===== config.mk =====
export PLATFORM = sky130hd
export DESIGN_NAME = i2c_bus_recover
export DESIGN_NICKNAME = d
export VERILOG_FILES = /design/src/rtl/bus_recover_pkg.sv /design/src/rtl/rec_us_tick.sv /design/src/rtl/rec_step_timer.sv /design/src/rtl/rec_sequencer.sv /design/src/rtl/i2c_bus_recover.sv
export SDC_FILE = /design/constraint.sdc
export NUM_CORES = 1
export LEC_CHECK = 0
export ABC_AREA = 1
export BUFFER_PORTS_ARGS = -buffer_cell sky130_fd_sc_hd__buf_4
export CAP_MARGIN = 20
export CORE_MARGIN = 2
export CORE_UTILIZATION = 37
export DETAILED_ROUTE_END_ITERATION = 8
export MAX_ROUTING_LAYER = met4
export SLEW_MARGIN = 0
export SYNTH_ARGS = -nofsm -noshare
export SYNTH_HDL_FRONTEND = slang
export SYNTH_SLANG_ARGS = --single-unit

===== constraint.sdc =====
create_clock -name clk -period 1.6 [get_ports clk]
set_input_delay 0 -clock clk [delete_from_list [all_inputs] [get_ports clk]]
set_output_delay 0 -clock clk [all_outputs]
set_load 0.1 [all_outputs]

===== src/rtl/bus_recover_pkg.sv =====
package bus_recover_pkg;

  typedef enum logic [2:0] {
    ST_IDLE,
    ST_PROBE,
    ST_PULSE_LO,
    ST_PULSE_HI,
    ST_DATA_LO,
    ST_CLK_LO,
    ST_CLK_HI
  } rec_state_e;

  // clocks in one delay step
  function automatic int unsigned step_clks(int unsigned clks_per_us, int unsigned step_us);
    return clks_per_us * step_us;
  endfunction

  // clocks of a full unstretched sequence
  function automatic int unsigned seq_clks(int unsigned pulses, int unsigned step);
    return pulses * (2 * step + 1) + 3 * step;
  endfunction

endpackage


===== src/rtl/rec_us_tick.sv =====
module rec_us_tick #(
  parameter int unsigned CLKS_PER_US = 125
) (
  input  logic clk,
  input  logic rst_n,
  input  logic clr_i,
  output logic tick_o
);
  localparam int CNT_W = $clog2(CLKS_PER_US + 1);
  localparam logic [CNT_W-1:0] CNT_MAX = CNT_W'(CLKS_PER_US - 1);

  logic [CNT_W-1:0] cnt_q;

  assign tick_o = (cnt_q == CNT_MAX);

  always_ff @(posedge clk or negedge rst_n) begin
    if (!rst_n)      cnt_q <= '0;
    else if (clr_i)  cnt_q <= '0;
    else if (tick_o) cnt_q <= '0;
    else             cnt_q <= cnt_q + 1'b1;
  end

  AST_TICK_RANGE: assert property (@(posedge clk) disable iff (!rst_n)
    cnt_q <= CNT_MAX);

endmodule


===== src/rtl/rec_step_timer.sv =====
module rec_step_timer #(
  parameter int unsigned STEP_US = 10
) (
  input  logic clk,
  input  logic rst_n,
  input  logic clr_i,
  input  logic tick_i,
  output logic step_done_o
);
  localparam int US_W = $clog2(STEP_US + 1);
  localparam logic [US_W-1:0] US_MAX = US_W'(STEP_US - 1);

  logic [US_W-1:0] us_q;

  assign step_done_o = tick_i && (us_q == US_MAX);

  always_ff @(posedge clk or negedge rst_n) begin
    if (!rst_n)           us_q <= '0;
    else if (clr_i)       us_q <= '0;
    else if (step_done_o) us_q <= '0;
    else if (tick_i)      us_q <= us_q + 1'b1;
  end

  AST_STEP_NEEDS_TICK: assert property (@(posedge clk) disable iff (!rst_n)
    (us_q != $past(us_q) && !$past(clr_i)) |-> $past(tick_i));

endmodule


===== src/rtl/rec_sequencer.sv =====
module rec_sequencer
  import bus_recover_pkg::*;
#(
  parameter int unsigned PULSES = 8,
  parameter int unsigned STEP   = 1250
) (
  input  logic clk,
  input  logic rst_n,
  input  logic start_i,
  input  logic scl_i,
  input  logic step_done_i,
  output logic timer_clr_o,
  output logic scl_oe_o,
  output logic sda_oe_o,
  output logic pad_own_o,
  output logic busy_o,
  output logic done_o
);
  localparam int PCNT_W = $clog2(PULSES + 1);
  localparam int RUN_W  = $clog2(STEP + 2);

  rec_state_e        state_q, state_d;
  logic [PCNT_W-1:0] pulse_q;
  logic              probe_q;
  logic              done_q;

  // named events
  logic start_accept, pulse_end, seq_exit, last_pulse;
  assign start_accept = (state_q == ST_IDLE) && start_i;
  assign pulse_end    = (state_q == ST_PULSE_HI) && step_done_i;
  assign seq_exit     = (state_q == ST_CLK_HI) && step_done_i;
  assign last_pulse   = (pulse_q == PCNT_W'(PULSES - 1));

  always_comb begin
    state_d = state_q;
    unique case (state_q)
      ST_IDLE:     if (start_i)          state_d = ST_PROBE;
      ST_PROBE:    if (probe_q && scl_i) state_d = ST_PULSE_LO;
      ST_PULSE_LO: if (step_done_i)      state_d = ST_PULSE_HI;
      ST_PULSE_HI: if (step_done_i)      state_d = last_pulse ? ST_DATA_LO : ST_PROBE;
      ST_DATA_LO:  if (step_done_i)      state_d = ST_CLK_LO;
      ST_CLK_LO:   if (step_done_i)      state_d = ST_CLK_HI;
      ST_CLK_HI:   if (step_done_i)      state_d = ST_IDLE;
      default:                           state_d = ST_IDLE;
    endcase
  end

  // timer restarts on every state change and stays cleared while idle
  assign timer_clr_o = (state_d != state_q) || (state_q == ST_IDLE);

  always_ff @(posedge clk or negedge rst_n) begin
    if (!rst_n) begin
      state_q <= ST_IDLE;
      pulse_q <= '0;
      probe_q <= 1'b0;
      done_q  <= 1'b0;
    end else begin
      state_q <= state_d;
      probe_q <= (state_d == ST_PROBE) && ((state_q != ST_PROBE) || step_done_i);
      done_q  <= seq_exit;
      if (start_accept)   pulse_q <= '0;
      else if (pulse_end) pulse_q <= pulse_q + 1'b1;
    end
  end

  assign scl_oe_o  = (state_q == ST_PULSE_LO) || (state_q == ST_CLK_LO);
  assign sda_oe_o  = (state_q == ST_DATA_LO) || (state_q == ST_CLK_LO) || (state_q == ST_CLK_HI);
  assign busy_o    = (state_q != ST_IDLE);
  assign pad_own_o = busy_o;
  assign done_o    = done_q;

  // length of the current SCL-low run, used only by the checks
  logic [RUN_W-1:0] low_run_q;
  always_ff @(posedge clk or negedge rst_n) begin
    if (!rst_n)        low_run_q <= '0;
    else if (scl_oe_o) low_run_q <= low_run_q + 1'b1;
    else               low_run_q <= '0;
  end

  AST_LOW_BOUNDED: assert property (@(posedge clk) disable iff (!rst_n)
    low_run_q <= RUN_W'(STEP));
  AST_PULSE_AFTER_HIGH: assert property (@(posedge clk) disable iff (!rst_n)
    ($rose(scl_oe_o) && !sda_oe_o) |-> $past(scl_i));
  AST_SDA_AFTER_PULSES: assert property (@(posedge clk) disable iff (!rst_n)
    $rose(sda_oe_o) |-> (pulse_q == PCNT_W'(PULSES)));
  AST_STOP_EDGE: assert property (@(posedge clk) disable iff (!rst_n)
    $fell(sda_oe_o) |-> (!scl_oe_o && !$past(scl_oe_o)));
  AST_DONE_SINGLE: assert property (@(posedge clk) disable iff (!rst_n)
    done_o |=> !done_o);
  AST_DONE_RELEASES: assert property (@(posedge clk) disable iff (!rst_n)
    done_o |-> (!pad_own_o && !scl_oe_o && !sda_oe_o && $past(busy_o)));
  AST_IGNORE_START: assert property (@(posedge clk) disable iff (!rst_n)
    (busy_o && start_i) |=> (pulse_q >= $past(pulse_q)));

endmodule


===== src/rtl/i2c_bus_recover.sv =====
module i2c_bus_recover
  import bus_recover_pkg::*;
#(
  parameter int unsigned CLKS_PER_US = 125,
  parameter int unsigned STEP_US     = 10,
  parameter int unsigned PULSES      = 8
) (
  input  logic clk,
  input  logic rst_n,
  input  logic start_i,
  input  logic scl_i,
  output logic scl_oe_o,
  output logic sda_oe_o,
  output logic pad_own_o,
  output logic busy_o,
  output logic done_o
);
  localparam int unsigned STEP = step_clks(CLKS_PER_US, STEP_US);

  logic timer_clr, us_tick, step_done;

  rec_us_tick #(.CLKS_PER_US(CLKS_PER_US)) u_tick (
    .clk    (clk),
    .rst_n  (rst_n),
    .clr_i  (timer_clr),
    .tick_o (us_tick)
  );

  rec_step_timer #(.STEP_US(STEP_US)) u_timer (
    .clk         (clk),
    .rst_n       (rst_n),
    .clr_i       (timer_clr),
    .tick_i      (us_tick),
    .step_done_o (step_done)
  );

  rec_sequencer #(.PULSES(PULSES), .STEP(STEP)) u_seq (
    .clk         (clk),
    .rst_n       (rst_n),
    .start_i     (start_i),
    .scl_i       (scl_i),
    .step_done_i (step_done),
    .timer_clr_o (timer_clr),
    .scl_oe_o    (scl_oe_o),
    .sda_oe_o    (sda_oe_o),
    .pad_own_o   (pad_own_o),
    .busy_o      (busy_o),
    .done_o      (done_o)
  );

endmodule


Word level (Yosys, flattened, before mapping)
Index checks and enable logic that the tools add are counted.
{ "totals": {"regBits": 20, "latch_bits": 0, "ram_bits": 0, "mem_bits_ro": 0, "inputBits": 4, "output_inout_bits": 5, "elab_cells": 52, "n_memories": 0} }
{ "classes": {"addsub": 3, "mul": 0, "div": 0, "order_cmp": 0, "n_eq_ne": 12, "n_shift": 0, "muxes": 16, "bitwise": 0, "n_reduce_logical": 15} }
{ "op_table": {"columns": ["op", "count"], "rows": [
  ["3-bit 2-to-1 mux", 8],
  ["3-bit one-hot mux with 7 select lines", 1],
  ["4-bit 2-to-1 mux", 5],
  ["7-bit 2-to-1 mux", 2],
  ["3-bit == test, second input constant", 3],
  ["4-bit by 1-bit adder with 4-bit output, second input constant", 2],
  ["7-bit by 1-bit adder with 7-bit output, second input constant", 1],
  ["7-bit == test, second input constant", 1],
  ["3-bit by 1-bit == test with 1-bit output, second input constant", 2],
  ["3-bit by 2-bit == test with 1-bit output, second input constant", 2],
  ["1-bit logical AND", 6],
  ["3-bit nonzero test", 2],
  ["1-bit logical OR", 5],
  ["4-bit by 3-bit == test with 1-bit output, second input constant", 1],
  ["4-bit == test, second input constant", 1],
  ["3-bit logical NOT", 1],
  ["3-bit by 1-bit inequality test with 1-bit output, second input constant", 1],
  ["3-bit inequality test", 1],
  ["2-bit nonzero test", 1]
]} }

Depth between registers and ports, before layout
{ "logic_depth": {"depth_word": 7, "depth_mapped": 12, "ltp_nobuf": 11} }

Hierarchy
From an unflattened synthesis, not the netlist that was laid out.
{ "hier_totals": {"cells_unflattened": 162, "hier_area_um2": 1252.5} }
{ "by_module_without_submodules": {"columns": ["module", "instances", "cells_each", "area_each_um2", "seq_area_each_um2"], "rows": [
  ["rec_sequencer", 1, 80, 614.3, 225.2],
  ["rec_us_tick", 1, 44, 359.1, 175.2],
  ["rec_step_timer", 1, 38, 279.0, 100.1]
]} }

Least setup slack after synthesis
OpenSTA, ideal clock, no wires.
{ "synth_timing": {"path_kind": "register to register", "from": "reg u_seq.state_q[1]", "to": "reg u_tick.cnt_q[3]", "setup_ps": 116, "t_arrival_ps": 1743, "t_required_ps": 1484, "slack_ps": -259, "path_stages_with_launch": 6, "path_buffers": 1, "synth_period_minus_slack_ps": 1859, "cell_sequence": "dfrtp_1 > nor2_1 > nand2_1 > nand4_2 > buf_6 > nor2_2"} }
{ "synth_via": {"elab_chain_len": 5, "elab_cells_between_ends": 18, "classes_between": "eq/ne (7); mux (9); reduce/logical (2)"} }
{ "synth_lines": {"columns": ["item", "line", "text"], "rows": [
  ["start, declared", "rec_sequencer.sv:22", "rec_state_e state_q, state_d;"],
  ["start signal, assigned", "rec_sequencer.sv:58", "state_q <= state_d;"],
  ["3-bit == test (tied with other cells)", "rec_sequencer.sv:36", "unique case (state_q)"],
  ["3-bit one-hot mux with 7 select lines", "rec_sequencer.sv:36", null],
  ["3-bit inequality test", "rec_sequencer.sv:49", "assign timer_clr_o = (state_d != state_q) || (state_q == ST_IDLE);"],
  ["1-bit logical OR *", "rec_sequencer.sv:49", null],
  ["7-bit 2-to-1 mux *", "rec_us_tick.sv:18", "else if (clr_i) cnt_q <= '0;"],
  ["end signal, assigned", "rec_us_tick.sv:20", "else cnt_q <= cnt_q + 1'b1;"],
  ["end, declared", "rec_us_tick.sv:12", "logic [CNT_W-1:0] cnt_q;"]
]} }
Mark *: on every way between the ends. The rest lies on a longest branch, timed or not.
A chain may end at the register's enable or synchronous reset.

Final worst setup path
{ "layout_timing": {"from": "reg u_tick.cnt_q[0]", "to": "reg u_tick.cnt_q[5]"} }
{ "layout_via": {"elab_chain_len": 7, "elab_cells_between_ends": 13, "classes_between": "add/sub (1); eq/ne (2); mux (8); reduce/logical (2)"} }
{ "layout_lines": {"columns": ["item", "line", "text"], "rows": [
  ["7-bit == test", "rec_us_tick.sv:14", "assign tick_o = (cnt_q == CNT_MAX);"],
  ["1-bit logical AND", "rec_step_timer.sv:15", "assign step_done_o = tick_i && (us_q == US_MAX);"],
  ["3-bit 2-to-1 mux, on equally long branches", null, null],
  ["3-bit one-hot mux with 7 select lines", "rec_sequencer.sv:36", null],
  ["3-bit inequality test", "rec_sequencer.sv:49", null],
  ["1-bit logical OR", "rec_sequencer.sv:49", null],
  ["7-bit 2-to-1 mux *", "rec_us_tick.sv:18", null]
]} }
Marked as above.

==> impl_results.md <==
* Run status: complete, but fails checks
* Failing checks: setup timing
* Worst r2r src: u_tick.cnt_q[0]
* H-tree depth at 1
* Setup CP Type: reg -> reg
* Starting Density at 0.381
* Finish-stage setup viols at 10
* Row count at 21
* Max Slew Vio Count at 0
* Clock Skew at roughly 6.3 ps
* PortBufs at 8
* Power Dens Cells at 495 nW/µm²
* Synthesized area at 1250 µm²
* Initial antenna violation count at 0
* Worst slew margin at 0.816
* Die footprint at between 3000 and 4000 µm²
* RSZ-0062 raised after global routing: true
* First-pass GRT wire length at 4.21 mm
* Average routed wire per standard cell at 10.9 µm
* MaxCap Viol Count at 0
* Post-Place Cells at 219
* Post-synth top area cell: dfrtp_1
* Core area at 3280 µm²
* Post-synth EDFFs at 0
* CP bufs+invs at 2
* Post-synth ARST share at 1.00
* Flip-flop and latch count after synthesis at 20
* FF+latch area at around 500 µm²
* Synth top cells by count: 27 x nand2_1, 20 x dfrtp_1, 18 x inv_1
* Crit share post-route at 1.01
* Slowest stage delay, CP at 410 ps
* Post-route ant nets at 0
* Clock Sinks at 20
* Clock buffer depth at 2
* Skew-Pair Late Insertion Delay at 300 ps
* Worst VDD drop at 0.000293 V
* Vias per cell at 4.71
* Nets at 195
* Area of the multi-input gates at 736 µm²
* Remaining global-route overflow at 0
* Syn avg cell area at 7.97 µm²
* Synth Instances at 157
* CP Launch Type: register
* Core Util, Final at 0.506
* Initial DRC Count at 30
* Root Buffer: clkbuf_4
* Worst Setup End Kind: register
* Cell Chain, Critical Path: inv_2, ha_4, nand3_4, nor2_4, nand2_4, nand2_1, nand4_1, nand4_4, clkbuf_16, nor2_2
* Clock transition at path regs at 120 ps
* Worst EP arrival at 1830 ps
* Diode count at 0
* Post-synth top flop: dfrtp_1
* CTS tree: built
* Vias in the first global route at 996
* Synth Net Count at 166
* GRT Total Usage at 0.137
* Fillers at 314
* Post-route DRC at 0
* Die Y at slightly above 60 µm
* Critical Path RT at between 1500 and 2000 ps
* Layout cells sized above 1 at 0.405
* Cell variety after synth at 28
* Final Total Pwr at around 0.82 mW
* Fin. Hold Viols at 0
* Lkg Pwr at 0.808 nW
* GPL Wtd Cong at 0.839
* Top achievable clock speed at 0.619 GHz
* Synth area leaders: dfrtp_1 40%, nand2_1 8.1%, nand3_1 5.6%
* Critical Path Fanout Max at 5
* Routed vias at 1087
* # IOs at 9
* Synthesis-to-finish area growth at 32.8%
* Most instantiated library cell after synthesis: nand2_1
* CTS buffer count at 3
* CP top delay family: simple AND/OR/NAND/NOR gates
* Slew of the pin with the lowest slew margin at ~280 ps
* Total Wirelength at 2.51 mm
* Synth Warn # at 0
* Fin cells at 231
* Crit-path slowest cell: dfrtp_1
* Die width at 62.2 µm
* Tmin final at 1620 ps
* Critical Path Source: u_tick.cnt_q[0]
* Largest net degree at the start of global routing at 21
* Worst hold path type: in -> async
* Top-area cell type share of the netlist area at 0.400
* Detail Placement HPWL at 1.80 mm
* Final setup margin at -16.6 ps
* DR pass1 iterations at 4
* Seq/Total Area, Yosys at 0.400
## worst paths after layout
kind / endpoint / slack [ps] / cells after the start
min in group clk: u_seq.pulse_q[0] / 150 / 5
hold reg to reg: u_seq.pulse_q[2] / 570 / 2
hold / removal: u_timer.us_q[1] / 100 / 2
setup / recovery: u_tick.cnt_q[5] / -20 / 10
max in group asynchronous: u_seq.pulse_q[3] / 1290 / 2
setup reg to reg: u_tick.cnt_q[5] / -20 / 10
## flip-flops by register name, summed over array words and instances, names as in the netlist
name,cells
u_timer.us_q,4
u_seq.probe_q,1
u_seq.state_q,3
u_tick.cnt_q,7
u_seq.done_o,1
u_seq.pulse_q,4
## where the power goes
part | switching (mW) | leakage [nW] | internal, mW
sequential | 0 | 0.255 | 0.505
combinational | 0.0107 | 0.532 | 0.00630
clock | 0.161 | 0.0210 | 0.139
total | 0.172 | 0.808 | 0.650
## cells by family after synthesis
| kind of cell | count (synthesis) | synth area share |
|---|---|---|
| AOI/OAI and AO/OA | 13 | 0.0560 |
| xor gates and xnor gates | 3 | 0.0210 |
| adders and majority gates | 5 | 0.0500 |
| buffers and inverters | 28 | 0.0930 |
| DFF | 20 | 0.400 |
| and+or+nand+nor | 88 | 0.380 |
## area by class of cell
class                   count  share of cell area
clock buffers               4              0.0218
well taps                  46              0.0346
repair buffers             26               0.139
inverters                  26              0.0602
multi-input cells         109               0.443
flip-flops and latches     20               0.301
## cell usage in the layout, fill, tap and decap left out, drive strengths merged, types with 4 or more instances in the layout
master / instances
dfrtp: 20
o21ai: 6
nand2: 32
inv: 26
nor2: 27
buf: 24
clkbuf: 5
a21oi: 4
nand4: 6
ha: 5
nand3: 16
## per-layer routing
| layer | global-route usage | routed length, µm | vias up |
|---|---|---|---|
| met1 | 0.169 | 1150 | 505 |
| li1 | - | - | 561 |
| met2 | 0.223 | 1260 | 17 |
| met4 | 0.0611 | 34 | 0 |
| met3 | 0.0217 | 70 | 4 |
| met5 | - | 0 | - |
## stage by stage
step           area [µm²]  setup WS, ps  TNS (ps)  hold WS, ps
2_1_floorplan        1250          39.1         0         -296
3_3_place_gp         1440         -33.0     -33.0         -105
3_5_place_dp         1440         -67.2      -408         -100
4_1_cts              1510         -22.2     -81.2          103
5_1_grt              1660          -144     -1610          110
6_report             1660         -16.6     -73.2          101
## what timing repair did
item | in CTS | in global routing
hold buffers | 1 | 0
gates resized for setup | 4 | 20
endpoints found under the hold margin | 20 | 0
endpoints found under the setup margin | 13 | 17
gates cloned | 0 | 1
buffers inserted | 0 | 6
pin swaps | 0 | 9
(Power assumes the default switching activity.)
